===== config.mk =====
export PLATFORM = sky130hd
export DESIGN_NAME = mstatus_isa_warl
export DESIGN_NICKNAME = d
export VERILOG_FILES = /design/src/rtl/mstat_isa_pkg.sv /design/src/rtl/mstat_merge.sv /design/src/rtl/mstat_unit.sv /design/src/rtl/isa_unit.sv /design/src/rtl/mstatus_isa_warl.sv
export SDC_FILE = /design/constraint.sdc
export NUM_CORES = 1
export LEC_CHECK = 0
export ABC_AREA = 1
export CAP_MARGIN = 10
export CORE_UTILIZATION = 40
export CTS_CLUSTER_DIAMETER = 150
export DETAILED_ROUTE_END_ITERATION = 16
export PLACE_DENSITY = 0.89
export SYNTH_ARGS = -nofsm -noshare
export SYNTH_HDL_FRONTEND = slang
export SYNTH_HIERARCHICAL = 1
export SYNTH_SLANG_ARGS = --single-unit
export TNS_END_PERCENT = 50

===== constraint.sdc =====
create_clock -name clk -period 1.6 [get_ports clk]
set_clock_uncertainty 0.2 [all_clocks]
set_input_delay 0.32 -clock clk [delete_from_list [all_inputs] [get_ports clk]]
set_output_delay 0.32 -clock clk [all_outputs]
set_load 0.01 [all_outputs]

===== src/rtl/mstat_isa_pkg.sv =====
package mstat_isa_pkg;

  typedef enum logic [1:0] {
    SEL_MSTAT = 2'd0,
    SEL_SVIEW = 2'd1,
    SEL_ISA   = 2'd2,
    SEL_NONE  = 2'd3
  } reg_sel_e;

  // status field positions
  localparam int B_UIE  = 0;
  localparam int B_SIE  = 1;
  localparam int B_MIE  = 3;
  localparam int B_UPIE = 4;
  localparam int B_SPIE = 5;
  localparam int B_MPIE = 7;
  localparam int B_SPP  = 8;
  localparam int B_MPP  = 11;
  localparam int B_FS   = 13;
  localparam int B_XS   = 15;
  localparam int B_MPRV = 17;
  localparam int B_SUM  = 18;
  localparam int B_MXR  = 19;
  localparam int B_TVM  = 20;
  localparam int B_TSR  = 21;
  localparam int B_TW   = 22;

  // extension letter positions
  localparam int X_A = 0;
  localparam int X_C = 2;
  localparam int X_D = 3;
  localparam int X_E = 4;
  localparam int X_F = 5;
  localparam int X_I = 8;
  localparam int X_M = 12;
  localparam int X_S = 18;
  localparam int X_U = 20;

  function automatic logic [63:0] one_at(int pos);
    return 64'd1 << pos;
  endfunction

  function automatic logic [63:0] status_wr_mask();
    return one_at(B_SIE) | one_at(B_MIE) | one_at(B_SPIE) | one_at(B_MPIE) |
           one_at(B_SPP) | (64'd3 << B_MPP) | (64'd3 << B_FS) |
           one_at(B_MPRV) | one_at(B_SUM) | one_at(B_MXR) |
           one_at(B_TVM) | one_at(B_TSR) | one_at(B_TW);
  endfunction

  function automatic logic [63:0] sview_mask(int xlen);
    return one_at(B_UIE) | one_at(B_SIE) | one_at(B_UPIE) | one_at(B_SPIE) |
           one_at(B_SPP) | (64'd3 << B_FS) | (64'd3 << B_XS) |
           one_at(B_SUM) | one_at(B_MXR) | one_at(xlen - 1);
  endfunction

  function automatic logic [63:0] xlate_mask();
    return (64'd3 << B_MPP) | one_at(B_MPRV) | one_at(B_SUM) | one_at(B_MXR);
  endfunction

  function automatic logic [63:0] isa_letters();
    return one_at(X_A) | one_at(X_C) | one_at(X_D) | one_at(X_E) | one_at(X_F) |
           one_at(X_I) | one_at(X_M) | one_at(X_S) | one_at(X_U);
  endfunction

endpackage


===== src/rtl/mstat_merge.sv =====
module mstat_merge
  import mstat_isa_pkg::*;
#(
  parameter int XLEN = 32
) (
  input  logic [XLEN-1:0] cur,
  input  logic [XLEN-1:0] wdata,
  input  logic            via_sview,
  output logic [XLEN-1:0] nxt,
  output logic            xlate_chg
);
  localparam logic [XLEN-1:0] WMASK = XLEN'(status_wr_mask());
  localparam logic [XLEN-1:0] SVIEW = XLEN'(sview_mask(XLEN));
  localparam logic [XLEN-1:0] FMASK = XLEN'(xlate_mask());

  logic [XLEN-1:0] merged;

  always_comb begin
    merged = via_sview ? ((cur & ~SVIEW) | (wdata & SVIEW)) : wdata;
    nxt = (cur & ~WMASK) | (merged & WMASK);
    nxt[XLEN-1] = (nxt[B_FS+1:B_FS] == 2'b11) || (nxt[B_XS+1:B_XS] == 2'b11);
    xlate_chg = |((nxt ^ cur) & FMASK);
  end
endmodule


===== src/rtl/mstat_unit.sv =====
module mstat_unit
  import mstat_isa_pkg::*;
#(
  parameter int XLEN = 32
) (
  input  logic            clk,
  input  logic            rst_n,
  input  logic            wr_m,
  input  logic            wr_s,
  input  logic [XLEN-1:0] wdata,
  output logic [XLEN-1:0] mstatus,
  output logic [XLEN-1:0] sstatus,
  output logic            flush
);
  localparam logic [XLEN-1:0] SVIEW = XLEN'(sview_mask(XLEN));
  localparam logic [XLEN-1:0] FMASK = XLEN'(xlate_mask());

  logic [XLEN-1:0] mstatus_q, nxt;
  logic            flush_q, chg;
  logic            wr_any;

  assign wr_any = wr_m | wr_s;

  mstat_merge #(.XLEN(XLEN)) u_merge (
    .cur       (mstatus_q),
    .wdata     (wdata),
    .via_sview (wr_s),
    .nxt       (nxt),
    .xlate_chg (chg)
  );

  always_ff @(posedge clk) begin
    if (!rst_n) begin
      mstatus_q <= '0;
      flush_q   <= 1'b0;
    end else begin
      if (wr_any) mstatus_q <= nxt;
      flush_q <= wr_any && chg;
    end
  end

  assign mstatus = mstatus_q;
  assign sstatus = mstatus_q & SVIEW;
  assign flush   = flush_q;

  assert_hold_R12: assert property (@(posedge clk) disable iff (!rst_n)
    !wr_any |=> ($stable(mstatus_q) && !flush_q));

  assert_sd_R3: assert property (@(posedge clk) disable iff (!rst_n)
    wr_any |=> (mstatus_q[XLEN-1] ==
      ((mstatus_q[B_FS+1:B_FS] == 2'b11) || (mstatus_q[B_XS+1:B_XS] == 2'b11))));

  assert_flush_R4: assert property (@(posedge clk) disable iff (!rst_n)
    wr_any |=> (flush_q == (((mstatus_q ^ $past(mstatus_q)) & FMASK) != '0)));
endmodule


===== src/rtl/isa_unit.sv =====
module isa_unit
  import mstat_isa_pkg::*;
#(
  parameter int XLEN = 32,
  parameter logic [XLEN-1:0] SUPPORTED = XLEN'(32'h0014112D)
) (
  input  logic            clk,
  input  logic            rst_n,
  input  logic            wr,
  input  logic [XLEN-1:0] wdata,
  input  logic [1:0]      next_pc_lsb,
  output logic [XLEN-1:0] isa
);
  localparam logic [1:0]      MXL    = (XLEN == 64) ? 2'd2 : 2'd1;
  localparam logic [XLEN-1:0] LEGAL  = SUPPORTED & XLEN'(isa_letters());
  localparam logic [XLEN-1:0] BASE   = LEGAL & ~(XLEN'(1) << X_E);
  localparam logic [XLEN-1:0] RST_LO = (BASE[X_D] && !BASE[X_F]) ?
                                       (BASE & ~(XLEN'(1) << X_D)) : BASE;
  localparam logic [XLEN-1:0] RST_VAL = {MXL, RST_LO[XLEN-3:0]};

  logic [XLEN-1:0] isa_q, pruned;
  logic            drop;

  always_comb begin
    drop = wdata[X_E] || !wdata[X_I];
    pruned = wdata & LEGAL;
    if (pruned[X_D] && !pruned[X_F]) pruned[X_D] = 1'b0;
    if (pruned[X_C] && (next_pc_lsb != 2'b00)) pruned[X_C] = 1'b0;
  end

  always_ff @(posedge clk) begin
    if (!rst_n) isa_q <= RST_VAL;
    else if (wr && !drop) isa_q <= {isa_q[XLEN-1:XLEN-2], pruned[XLEN-3:0]};
  end

  assign isa = isa_q;

  assert_drop_R7: assert property (@(posedge clk) disable iff (!rst_n)
    (wr && (wdata[X_E] || !wdata[X_I])) |=> $stable(isa_q));

  assert_mxl_R11: assert property (@(posedge clk) disable iff (!rst_n)
    wr |=> $stable(isa_q[XLEN-1:XLEN-2]));

  assert_dep_R9: assert property (@(posedge clk) disable iff (!rst_n)
    isa_q[X_D] |-> isa_q[X_F]);

  assert_calign_R10: assert property (@(posedge clk) disable iff (!rst_n)
    (wr && next_pc_lsb != 2'b00) |=> !isa_q[X_C] || $stable(isa_q));
endmodule


===== src/rtl/mstatus_isa_warl.sv =====
module mstatus_isa_warl
  import mstat_isa_pkg::*;
#(
  parameter int XLEN = 32,
  parameter logic [XLEN-1:0] SUPPORTED = XLEN'(32'h0014112D)
) (
  input  logic            clk,
  input  logic            rst_n,
  input  logic [1:0]      sel,
  input  logic            wr_en,
  input  logic [XLEN-1:0] wr_data,
  input  logic [1:0]      next_pc_lsb,
  output logic [XLEN-1:0] mstatus_o,
  output logic [XLEN-1:0] sstatus_o,
  output logic [XLEN-1:0] isa_o,
  output logic            flush_o
);
  logic wr_m, wr_s, wr_isa;

  assign wr_m   = wr_en && (sel == SEL_MSTAT);
  assign wr_s   = wr_en && (sel == SEL_SVIEW);
  assign wr_isa = wr_en && (sel == SEL_ISA);

  mstat_unit #(.XLEN(XLEN)) u_mstat (
    .clk     (clk),
    .rst_n   (rst_n),
    .wr_m    (wr_m),
    .wr_s    (wr_s),
    .wdata   (wr_data),
    .mstatus (mstatus_o),
    .sstatus (sstatus_o),
    .flush   (flush_o)
  );

  isa_unit #(.XLEN(XLEN), .SUPPORTED(SUPPORTED)) u_isa (
    .clk         (clk),
    .rst_n       (rst_n),
    .wr          (wr_isa),
    .wdata       (wr_data),
    .next_pc_lsb (next_pc_lsb),
    .isa         (isa_o)
  );

  assert_onehot_sel_R12: assert property (@(posedge clk) disable iff (!rst_n)
    $onehot0({wr_m, wr_s, wr_isa}));
endmodule


# Yosys cells after proc, flatten, opt, wreduce, memory -nomap -nowiden
# Cells that the tools add are included.
# word_totals
regBits	41
in_bits	39
out_inout_bits	97
elab_cells	29
# op_classes
n_eq_ne	4
muxes	3
bitwise_logic	4
n_reduce_logical	15
# op_table
operator	count
bitwise OR 31 x 23 -> 31 bit	1
2-to-1 mux 23 bit	1
bitwise OR 23 x 20 -> 23 bit	1
XOR 20 bit	1
logical AND 1 bit	7
equality test 2 bit, second input constant	3
OR reduction 5 bit	1
zero test 1 bit	3
equality test 2 x 1 -> 1 bit, second input constant	1
zero test 2 bit	1
logical OR 1 bit	2
2-to-1 mux 1 bit	2
nonzero test 2 bit	1
bitwise OR 1 bit	1

# Depth between registers and ports, before layout
# Gate-level depths: netlist of run 1.
# logic_depth
depth_word	7
mapped_depth	10
ltp_nobuf	9

# Modules after synthesis
# Netlist of run 1, hierarchy kept.
# by_module_without_submodules
mod	n_inst	cells_per_inst	area_each_um2	seq_area_each_um2
mstat_unit	1	240	1597.8	660.6
isa_unit	1	68	495.5	160.2
mstat_merge	1	68	376.6	0.0
mstatus_isa_warl	1	7	26.3	0.0

# Least setup slack after synthesis of run 1
# No wires, ideal clock.
# synth_timing
path_kind	input to register
startpoint	in wr_en
endpoint	reg u_mstat.flush_q, in the netlist u_mstat/flush
setup_ns	0.111
arrival_ns	1.108
t_required_ns	1.289
setup_slack_ns	0.181
path_stages	10
path_buffers	1
path_cell_list	nand2_1 > nor2_1 > buf_6 > nor2_2 > nand2_2 > nand2_1 > nor2_1 > nand3_1 > nand2_1 > nor2_1
# synth_between
elab_chain_len	6
word_cells_on_any_way	8
classes_between	mux (1); bitwise (3); reduce/logical (4)
# synth_lines
item	line_no	source
from (decl)	mstatus_isa_warl.sv:10	input logic wr_en,
logical AND 1 bit	mstatus_isa_warl.sv:21	assign wr_s = wr_en && (sel == SEL_SVIEW);
net wr_s	mstatus_isa_warl.sv:18	logic wr_m, wr_s, wr_isa;
2-to-1 mux 23 bit	mstat_merge.sv:19	merged = via_sview ? ((cur & ~SVIEW) | (wdata & SVIEW)) : wdata;
bitwise OR 31 x 23 -> 31 bit	mstat_merge.sv:20	nxt = (cur & ~WMASK) | (merged & WMASK);
XOR 20 bit	mstat_merge.sv:22	xlate_chg = |((nxt ^ cur) & FMASK);
OR reduction 5 bit	mstat_merge.sv:22	
net u_mstat.chg	mstat_unit.sv:19	logic flush_q, chg;
logical AND 1 bit	mstat_unit.sv:38	flush_q <= wr_any && chg;
to (signal assigned)	mstat_unit.sv:38	
to (decl)	mstat_unit.sv:19	
# The timed path passes the listed nets, and every way through them passes these cells.
# A chain may end at the register's enable or synchronous reset.

# Worst setup path after layout of run 1
# layout_timing
startpoint	reg u_mstat.mstatus_q[11], in the netlist u_mstat/mstatus[11]
endpoint	out mstatus_o[11]
# layout_lines
item	line_no	source
from (decl)	mstat_unit.sv:18	logic [XLEN-1:0] mstatus_q, nxt;
from (signal assigned)	mstat_unit.sv:37	if (wr_any) mstatus_q <= nxt;
to (decl)	mstatus_isa_warl.sv:13	output logic [XLEN-1:0] mstatus_o,
# No word-level cell between the ends.

==> metrics.yaml, run 1 <==
sta:
  layout_setup_ws_ns: 0.09359
  min_period_over_period_pct: 94.15
  hold_violations: 0
  final-setup-viol-count: 0
  rsz0062_at_grt: "false"
  period_needed_ns: 1.506
  whs_ns: 0.2324
  clock.fmax_ghz: 0.6638
  final-max-slew-violation-count: 0
worst_setup_path:
  cpPeakStageDelay_ns: 0.39
  crit_family: "flip-flops"
  crit_path_max_fanout: 4
  required_ns: 1.08
  slowest_stage: "dfxtp_1"
  crit_arrival_ns: 0.99
  cp.buffers_inverters: 1
  crit_chain: "dlygate4sd2_1"
  start_kind: "flop"
  path_class: "reg -> out"
  crit_path_end_kind: "output pin"
  regToRegSetupSlack_ns: 0.45
run_status:
  status: "finished clean"
yosys:
  yosysWarningCount: 6
  synthArstFlopShare_pct: 0
  netlist_instances: 383
  synthFlopType: "dfxtp_1"
  syn-cell-area_um2: 2496
  yosysTopAreaCell: "dfxtp_1"
  ys_top_cells_by_count: "109 x nand2_1, 82 x buf_4, 74 x nor2_1"
  yosysSeqAreaShare_pct: 32.88
  yosysMostFrequentCell: "nand2_1"
  yosysUniqueCellTypes: 19
  synth_edf_count: 0
  ys_ff_latch: 41
  synth.avg_cell_area_um2: 6.517
  synth_top_area_share_pct: 32.88
  yosys-top-cells-area: "dfxtp_1 33%, buf_4 25%, nand2_1 16%"
die:
  initial_core_util_pct: 41.91
  io_pins: 136
  die_w_um: 81.00
  die_h_um: 81.00
  core_area_um2: 5956
  rows: 28
  die-area_um2: 6560
global_route:
  antenna_found_initial: 0
  grt_pass1_vias: 1820
  grt_max_degree: 42
  grt_use_total_pct: 15.20
  grt_pass1_wl_um: 7741
  grt.overflow.total: 0
placed_design:
  gp_congestion: 0.6631
  dp.cells: 497
  pre_cts_ws_ns: -0.4135
  portBuffers: 77
  dpl_cell_area_um2: 2963
  dp_hpwl_um: 3626
run:
  maxCapViolations: 0
drt:
  routed-via-count: 2113
  vias_per_cell: 4.159
  wl_per_cell_um: 10.24
  drc: 0
  drt_iter0_drc: 76
  drt_pass1_iterations: 4
  wl_um: 5204
  antenna_left: 0
worst_hold_path:
  hold_class: "in -> reg"
cells_and_area:
  nets: 472
  fin_cells: 508
  area_growth_syn_to_layout_pct: 23.36
  n_antenna_cell: 0
  drive_above_1_share_pct: 7.852
  design_area_um2: 3079
  n_fill_cell: 619
power_and_ir_drop:
  power_switching_uw: 722.2
  intPower_mw: 1.701
  powerDensity_nw_per_um2: 787.0
  pwr-share-seq_pct: 47.1
  swShare_pct: 29.80
  leakagePower_nw: 1.790
  clockPowerShare_pct: 28.6
  vdd_ir_drop_max_uv: 383.1
  comb_power_share_pct: 24.3
clocking:
  ctsRootBufferMaster: "clkbuf_8"
  clk_latency_ns: 0.28
  clk_pin_slew_ns: 0.08
  htree_levels: 2
  cts_buffers: 5
  cts_buffer_depth: 2
  cts_sinks: 41
  cts_tree: "done"
per-layer routing:
metal	wire length, um	vias up	track usage (%)
met5	0	-	0
met4	42	0	3.571
li1	-	1086	-
met3	372	4	5.056
met2	2578	82	28.40
met1	2211	941	16.33
area by class of cell:
type                       instances  area [um2]  share of cell area [%]
multi-input combinational        248       998.5                   32.43
timing repair buffer              94       915.9                   29.74
sequential                        41       823.3                   26.74
inverter                          43       161.4                   5.242
tap                               75       93.84                   3.048
clock buffer                       7       86.33                   2.804
power groups by stage:
stage	sequential, mW	combinational (mW)	clock [mW]
floorplan	1.19	0.446	0
global placement	1.16	0.599	0
detailed placement	1.17	0.615	0
CTS	1.14	0.556	0.722
global route	1.15	0.663	0.751
finish	1.14	0.589	0.693
cell families (layout without fill, tap and decap cells):
logic type,count (synthesis),after routing,share of synthesized area [%]
simple gates,199,199,31.28
buf+inv,135,144,34.08
flops,41,41,32.88
compound gates,4,4,0.9523
other cells,3,44,0.4511
xor+xnor,1,1,0.3509
state kept, by name, summed over array words and instances (netlist names):
| name | flops |
|---|---|
| u_isa/isa | 8 |
| u_mstat/mstatus | 32 |
| u_mstat/flush | 1 |
worst paths after layout:
check,start,cells after the start,end
min,rst_n,3,u_isa/isa[0]$_SDFFE_PN1P_
max reg2reg,u_mstat/mstatus[11]$_SDFFE_PN0P_,7,u_mstat/flush$_SDFF_PN0_
max,u_mstat/mstatus[11]$_SDFFE_PN0P_,1,mstatus_o[11]
min reg2reg,u_isa/isa[0]$_SDFFE_PN1P_,2,u_isa/isa[0]$_SDFFE_PN1P_
through the flow:
| step | TNS [ns] | utilization, % | power, mW |
|---|---|---|---|
| floorplan | 0 | - | 1.639 |
| global placement | -11.57 | 49.75 | 1.763 |
| detailed placement | -13.34 | 49.75 | 1.784 |
| CTS | -0.08421 | 50.19 | 2.421 |
| global route | 0 | 51.70 | 2.567 |
| finish | 0 | 51.70 | 2.423 |
what timing repair did:
item / in CTS / in global routing
setup endpoints to repair: 86 / 40
gates resized for setup: 59 / 4
hold buffers: 0 / 0
cloned: 0 / 2
pin swaps: 1 / 4
buffers inserted: 0 / 2
cell usage in the layout, fill, tap and decap left out, drive strengths merged:
cell,netlist,layout
a21oi,2,2
buf,91,16
nand3b,2,2
conb,3,44
clkbuf,1,9
nand3,11,11
a22o,1,1
clkdlybuf4s50,0,20
o21ai,1,1
nor2,76,76
xnor2,1,1
dlymetal6s2s,0,1
inv,43,43
nand2,110,110
dfxtp,41,41
dlygate4sd2,0,55
No activity file was read; power rests on OpenSTA's default activity.
==> run 2: changes to the inputs <==
--- a/config.mk
+++ b/config.mk
@@ -10,7 +10,10 @@
 export CORE_UTILIZATION = 40
 export CTS_CLUSTER_DIAMETER = 150
 export DETAILED_ROUTE_END_ITERATION = 16
+export HOLD_SLACK_MARGIN = 0.02
 export PLACE_DENSITY = 0.89
+export SKIP_CTS_REPAIR_TIMING = 1
+export SLEW_MARGIN = 20
 export SYNTH_ARGS = -nofsm -noshare
 export SYNTH_HDL_FRONTEND = slang
 export SYNTH_HIERARCHICAL = 1
==> run 2 against run 1 <==
Worst setup slack better by 0.10 ns. Final cell count is 0.79% lower. Hold slack better by 0.0030 ns. Highest routed layer unchanged.
==> metrics.yaml, run 2 (same netlist as run 1, synthesis figures left out) <==
cells_and_area:
  largest_reg_flops: 32  # unchanged
  fin_cells: 504  # was 508
  final_cell_mix: "108 x nand2_1, 72 x nor2_1, 56 x dlymetal6s2s_1"  # was 108 x nand2_1, 71 x nor2_1, 55 x dlygate4sd2_1
  final_common_cell: "nand2_1"  # unchanged
  area_growth_syn_to_layout_pct: 28.57  # was 23.36%
  drive_above_1_share_pct: 7.459  # was 7.852%
  nets: 468  # was 472
  final_util_pct: 53.89  # was 51.70%
  n_antenna_cell: 0  # unchanged
worst_hold_path:
  hold_class: "in -> reg"  # unchanged
  holdPathStages: 3  # unchanged
die:
  die_w_um: 81.00  # unchanged
  io_pins: 136  # unchanged
  initial_core_util_pct: 41.91  # unchanged
  die_h_um: 81.00  # unchanged
  core_area_um2: 5956  # unchanged
  rows: 28  # unchanged
  die-area_um2: 6560  # unchanged
worst_setup_path:
  reg2reg_depth: 7  # unchanged
  cpPeakStageDelay_ns: 0.39  # about the same
  start_kind: "flop"  # unchanged
  required_ns: 1.08  # about the same
  crit_chain: "dlymetal6s2s_1"  # was dlygate4sd2_1
  crit_path_end_kind: "output pin"  # unchanged
  crit_family: "flip-flops"  # unchanged
  cp.buffers_inverters: 1  # unchanged
  slowest_stage: "dfxtp_1"  # unchanged
  path_class: "reg -> out"  # unchanged
  crit_cells: 1  # unchanged
  crit_path_max_fanout: 4  # unchanged
  crit_arrival_ns: 0.89  # was 0.99 ns
sta:
  fin_setup_tns_ns: 0  # unchanged
  final-max-slew-violation-count: 0  # unchanged
  hold_violations: 0  # unchanged
  final-setup-viol-count: 0  # unchanged
  min_period_over_period_pct: 87.82  # was 94.15%
  rsz0062_at_grt: "false"  # unchanged
  whs_ns: 0.2355  # was 0.2324 ns
  clock.fmax_ghz: 0.7117  # was 0.6638 GHz
  period_needed_ns: 1.405  # was 1.506 ns
drt:
  antenna_left: 0  # unchanged
  vias_per_cell: 4.137  # was 4.159
  routed-via-count: 2085  # was 2113
  wl_per_cell_um: 10.04  # was 10.24 um
  wl_um: 5058  # was 5204 um
  drc: 0  # unchanged
  drt_pass1_iterations: 4  # unchanged
  drt_iter0_drc: 87  # was 76
power_and_ir_drop:
  vdd_ir_drop_max_uv: 391.8  # was 383.1 uV
  power_mw: 2.428  # was 2.423 mW
  leakagePower_nw: 2.327  # was 1.790 nW
  powerDensity_nw_per_um2: 756.6  # was 787.0 nW/um2
clocking:
  clk_pin_slew_ns: 0.08  # about the same
  cts_sinks: 41  # unchanged
  cts_tree: "done"  # unchanged
  ctsRootBufferMaster: "clkbuf_8"  # unchanged
  cts_buffers: 5  # unchanged
  clk_latency_ns: 0.28  # about the same
  cts_buffer_depth: 2  # unchanged
  htree_levels: 2  # unchanged
placed_design:
  portBuffers: 77  # unchanged
  dp_hpwl_um: 3626  # unchanged
  dp.cells: 497  # unchanged
  gp_congestion: 0.6631  # unchanged
global_route:
  grt_max_degree: 42  # unchanged
  grt_use_total_pct: 15.13  # was 15.20%
  grt_pass1_wl_um: 7707  # was 7741 um
  grt.overflow.total: 0  # unchanged
  antenna_found_initial: 0  # unchanged
  grt_pass1_vias: 1814  # was 1820
run:
  maxCapViolations: 0  # unchanged
run_status:
  status: "finished clean"  # unchanged
run 2: worst paths after layout:
check / from / endpoint / slack [ns]
max: u_mstat/mstatus[11]$_SDFFE_PN0P_ / mstatus_o[11] / 0.19
max reg2reg: u_mstat/mstatus[11]$_SDFFE_PN0P_ / u_mstat/flush$_SDFF_PN0_ / 0.44
min reg2reg: u_isa/isa[0]$_SDFFE_PN1P_ / u_isa/isa[0]$_SDFFE_PN1P_ / 0.26
min: rst_n / u_isa/isa[20]$_SDFFE_PN1P_ / 0.24
run 2: metal layers:
layer	track usage [%]	share of wire [%]
met1	16.33	42
met5	0	0
met3	5.169	7.7
met4	3.571	0.87
met2	28.07	49
run 2: stage by stage:
step	instance area [um2]	setup slack, ns
finish	3209	0.1948
global placement	2963	-0.3444
floorplan	2650	0.1813
global route	3209	0.1352
detailed placement	2963	-0.4135
CTS	3049	-0.2101
run 2: final cells by class:
class / count / area [um2]
Multi-Input combinational cell: 248 / 996.0
Timing Repair Buffer: 90 / 1045
Sequential cell: 41 / 827.0
Clock buffer: 7 / 86.33
Tap cell: 75 / 93.84
Inverter: 43 / 161.4
Fill cell: 580 / 2746
run 2: power by group:
group	internal, mW	total (mW)	switching [mW]
combinational	0.286	0.598	0.312
clock	0.343	0.687	0.344
sequential	1.09	1.14	0.0529
total	1.72	2.43	0.709
run 2: tightest hold or removal path, cell delays in order:
cell	delay [ns]
buf_2	0.11
buf_12	0.17
nand3_1	0.09
==> run 3: changes to the inputs <==
--- a/config.mk
+++ b/config.mk
@@ -13,6 +13,7 @@
 export HOLD_SLACK_MARGIN = 0.02
 export PLACE_DENSITY = 0.89
 export SKIP_CTS_REPAIR_TIMING = 1
+export SKIP_LAST_GASP = 1
 export SLEW_MARGIN = 20
 export SYNTH_ARGS = -nofsm -noshare
 export SYNTH_HDL_FRONTEND = slang
==> run 3 against run 2 <==
The flow now finishes with violations (setup timing). Die area did not move. Fmax decreased by 18%. Wire length fell by 0.24%. Global-route usage is the same.
==> metrics.yaml, run 3 (same netlist as run 1, synthesis figures left out) <==
drt:
  antenna_left: 0  # unchanged
  drt_pass1_iterations: 4  # unchanged
  routed-via-count: 2090  # was 2085
  wl_um: 5046  # was 5058 um
  drc: 0  # unchanged
  drt_iter0_drc: 62  # was 87
  wl_per_cell_um: 10.01  # was 10.04 um
  vias_per_cell: 4.147  # was 4.137
cells_and_area:
  final_common_cell: "nand2_1"  # unchanged
  nets: 468  # unchanged
  area_growth_syn_to_layout_pct: 26.77  # was 28.57%
  final_cell_mix: "108 x nand2_1, 72 x nor2_1, 44 x conb_1"  # was 108 x nand2_1, 72 x nor2_1, 56 x dlymetal6s2s_1
  design_area_um2: 3164  # was 3209 um2
  n_antenna_cell: 0  # unchanged
  drive_above_1_share_pct: 7.459  # unchanged
  largest_reg_flops: 32  # unchanged
  fin_cells: 504  # unchanged
  final_util_pct: 53.13  # was 53.89%
  n_fill_cell: 585  # was 580
worst_setup_path:
  crit_family: "buffers and inverters"  # was flip-flops
  cpPeakStageDelay_ns: 0.54  # was 0.39 ns
  required_ns: 1.08  # about the same
  cp.buffers_inverters: 1  # unchanged
  slowest_stage: "clkdlybuf4s50_1"  # was dfxtp_1
  crit_path_end_kind: "output pin"  # unchanged
  start_kind: "flop"  # unchanged
  crit_arrival_ns: 1.19  # was 0.89 ns
  crit_path_max_fanout: 3  # was 4
  path_class: "reg -> out"  # unchanged
  crit_chain: "clkdlybuf4s50_1"  # was dlymetal6s2s_1
sta:
  layout_setup_ws_ns: -0.1140  # was 0.1948 ns
  period_needed_ns: 1.714  # was 1.405 ns
  min_period_over_period_pct: 107.1  # was 87.82%
  rsz0062_at_grt: "true"  # was false
  fin_setup_tns_ns: -1.594  # was 0 ns
  final-setup-viol-count: 18  # was 0
  clock.fmax_ghz: 0.5834  # was 0.7117 GHz
  final-max-slew-violation-count: 0  # unchanged
  whs_ns: 0.2282  # was 0.2355 ns
  hold_violations: 0  # unchanged
power_and_ir_drop:
  leakagePower_nw: 2.167  # was 2.327 nW
  power_mw: 2.440  # was 2.428 mW
  powerDensity_nw_per_um2: 771.0  # was 756.6 nW/um2
  vdd_ir_drop_max_uv: 393.7  # was 391.8 uV
die:
  initial_core_util_pct: 41.91  # unchanged
  rows: 28  # unchanged
  die-area_um2: 6560  # unchanged
  die_h_um: 81.00  # unchanged
  core_area_um2: 5956  # unchanged
  die_w_um: 81.00  # unchanged
  io_pins: 136  # unchanged
clocking:
  cts_sinks: 41  # unchanged
  clk_latency_ns: 0.28  # about the same
  htree_levels: 2  # unchanged
  clk_pin_slew_ns: 0.08  # about the same
  cts_buffer_depth: 2  # unchanged
  cts_tree: "done"  # unchanged
  cts_buffers: 5  # unchanged
  ctsRootBufferMaster: "clkbuf_8"  # unchanged
global_route:
  grt_pass1_vias: 1814  # unchanged
  antenna_found_initial: 0  # unchanged
  grt_use_total_pct: 15.13  # unchanged
  grt.overflow.total: 0  # unchanged
  grt_pass1_wl_um: 7707  # unchanged
  grt_max_degree: 42  # unchanged
placed_design:
  gp_congestion: 0.6631  # unchanged
  dp_hpwl_um: 3626  # unchanged
  dp.cells: 497  # unchanged
  pre_cts_ws_ns: -0.4135  # unchanged
  portBuffers: 77  # unchanged
  dpl_cell_area_um2: 2963  # unchanged
worst_hold_path:
  hold_class: "in -> reg"  # unchanged
run_status:
  violations: "setup timing"
  status: "finished, violations left"  # was finished clean
run:
  maxCapViolations: 0  # unchanged
run 3: changes by cell type in the layout (fill, tap and decap cells not counted):
cell,before,now
dlymetal6s2s_1,56,38
clkdlybuf4s50_1,20,38
run 3: report_power, final:
group	switching, mW	internal, mW	leakage (nW)
Combinational	0.312	0.292	1.78
Clock	0.349	0.343	0.0443
Sequential	0.0537	1.09	0.339
Total	0.714	1.73	2.17
run 3: worst paths after layout:
path	slack (ns)	startpoint	endpoint	cells past startpoint
max	-0.11	u_mstat/mstatus[24]$_SDFFE_PN0P_	mstatus_o[24]	1
min	0.23	rst_n	u_isa/isa[20]$_SDFFE_PN1P_	3
max reg2reg	0.44	u_mstat/mstatus[11]$_SDFFE_PN0P_	u_mstat/flush$_SDFF_PN0_	7
min reg2reg	0.26	u_isa/isa[0]$_SDFFE_PN1P_	u_isa/isa[0]$_SDFFE_PN1P_	2
run 3: worst min-delay path: stages:
cell and delay [ns]:
buf_2 0.11, buf_12 0.16, nand3_1 0.09
run 3: layer usage:
layer / routed length (um) / vias to the layer above / global-route usage, %
met5: 0 / - / 0
met4: 46 / 0 / 3.571
met3: 386 / 4 / 5.169
met2: 2489 / 81 / 28.07
met1: 2123 / 926 / 16.33
li1: - / 1079 / -
run 3: cell type report:
cell class              count  area, um2  area share, %
clock buffers               7      86.33          2.728
inverters                  43      161.4          5.101
multi-input cells         248      996.0          31.47
flip-flops and latches     41      827.0          26.14
well taps                  75      93.84          2.966
repair buffers             90      999.7          31.59
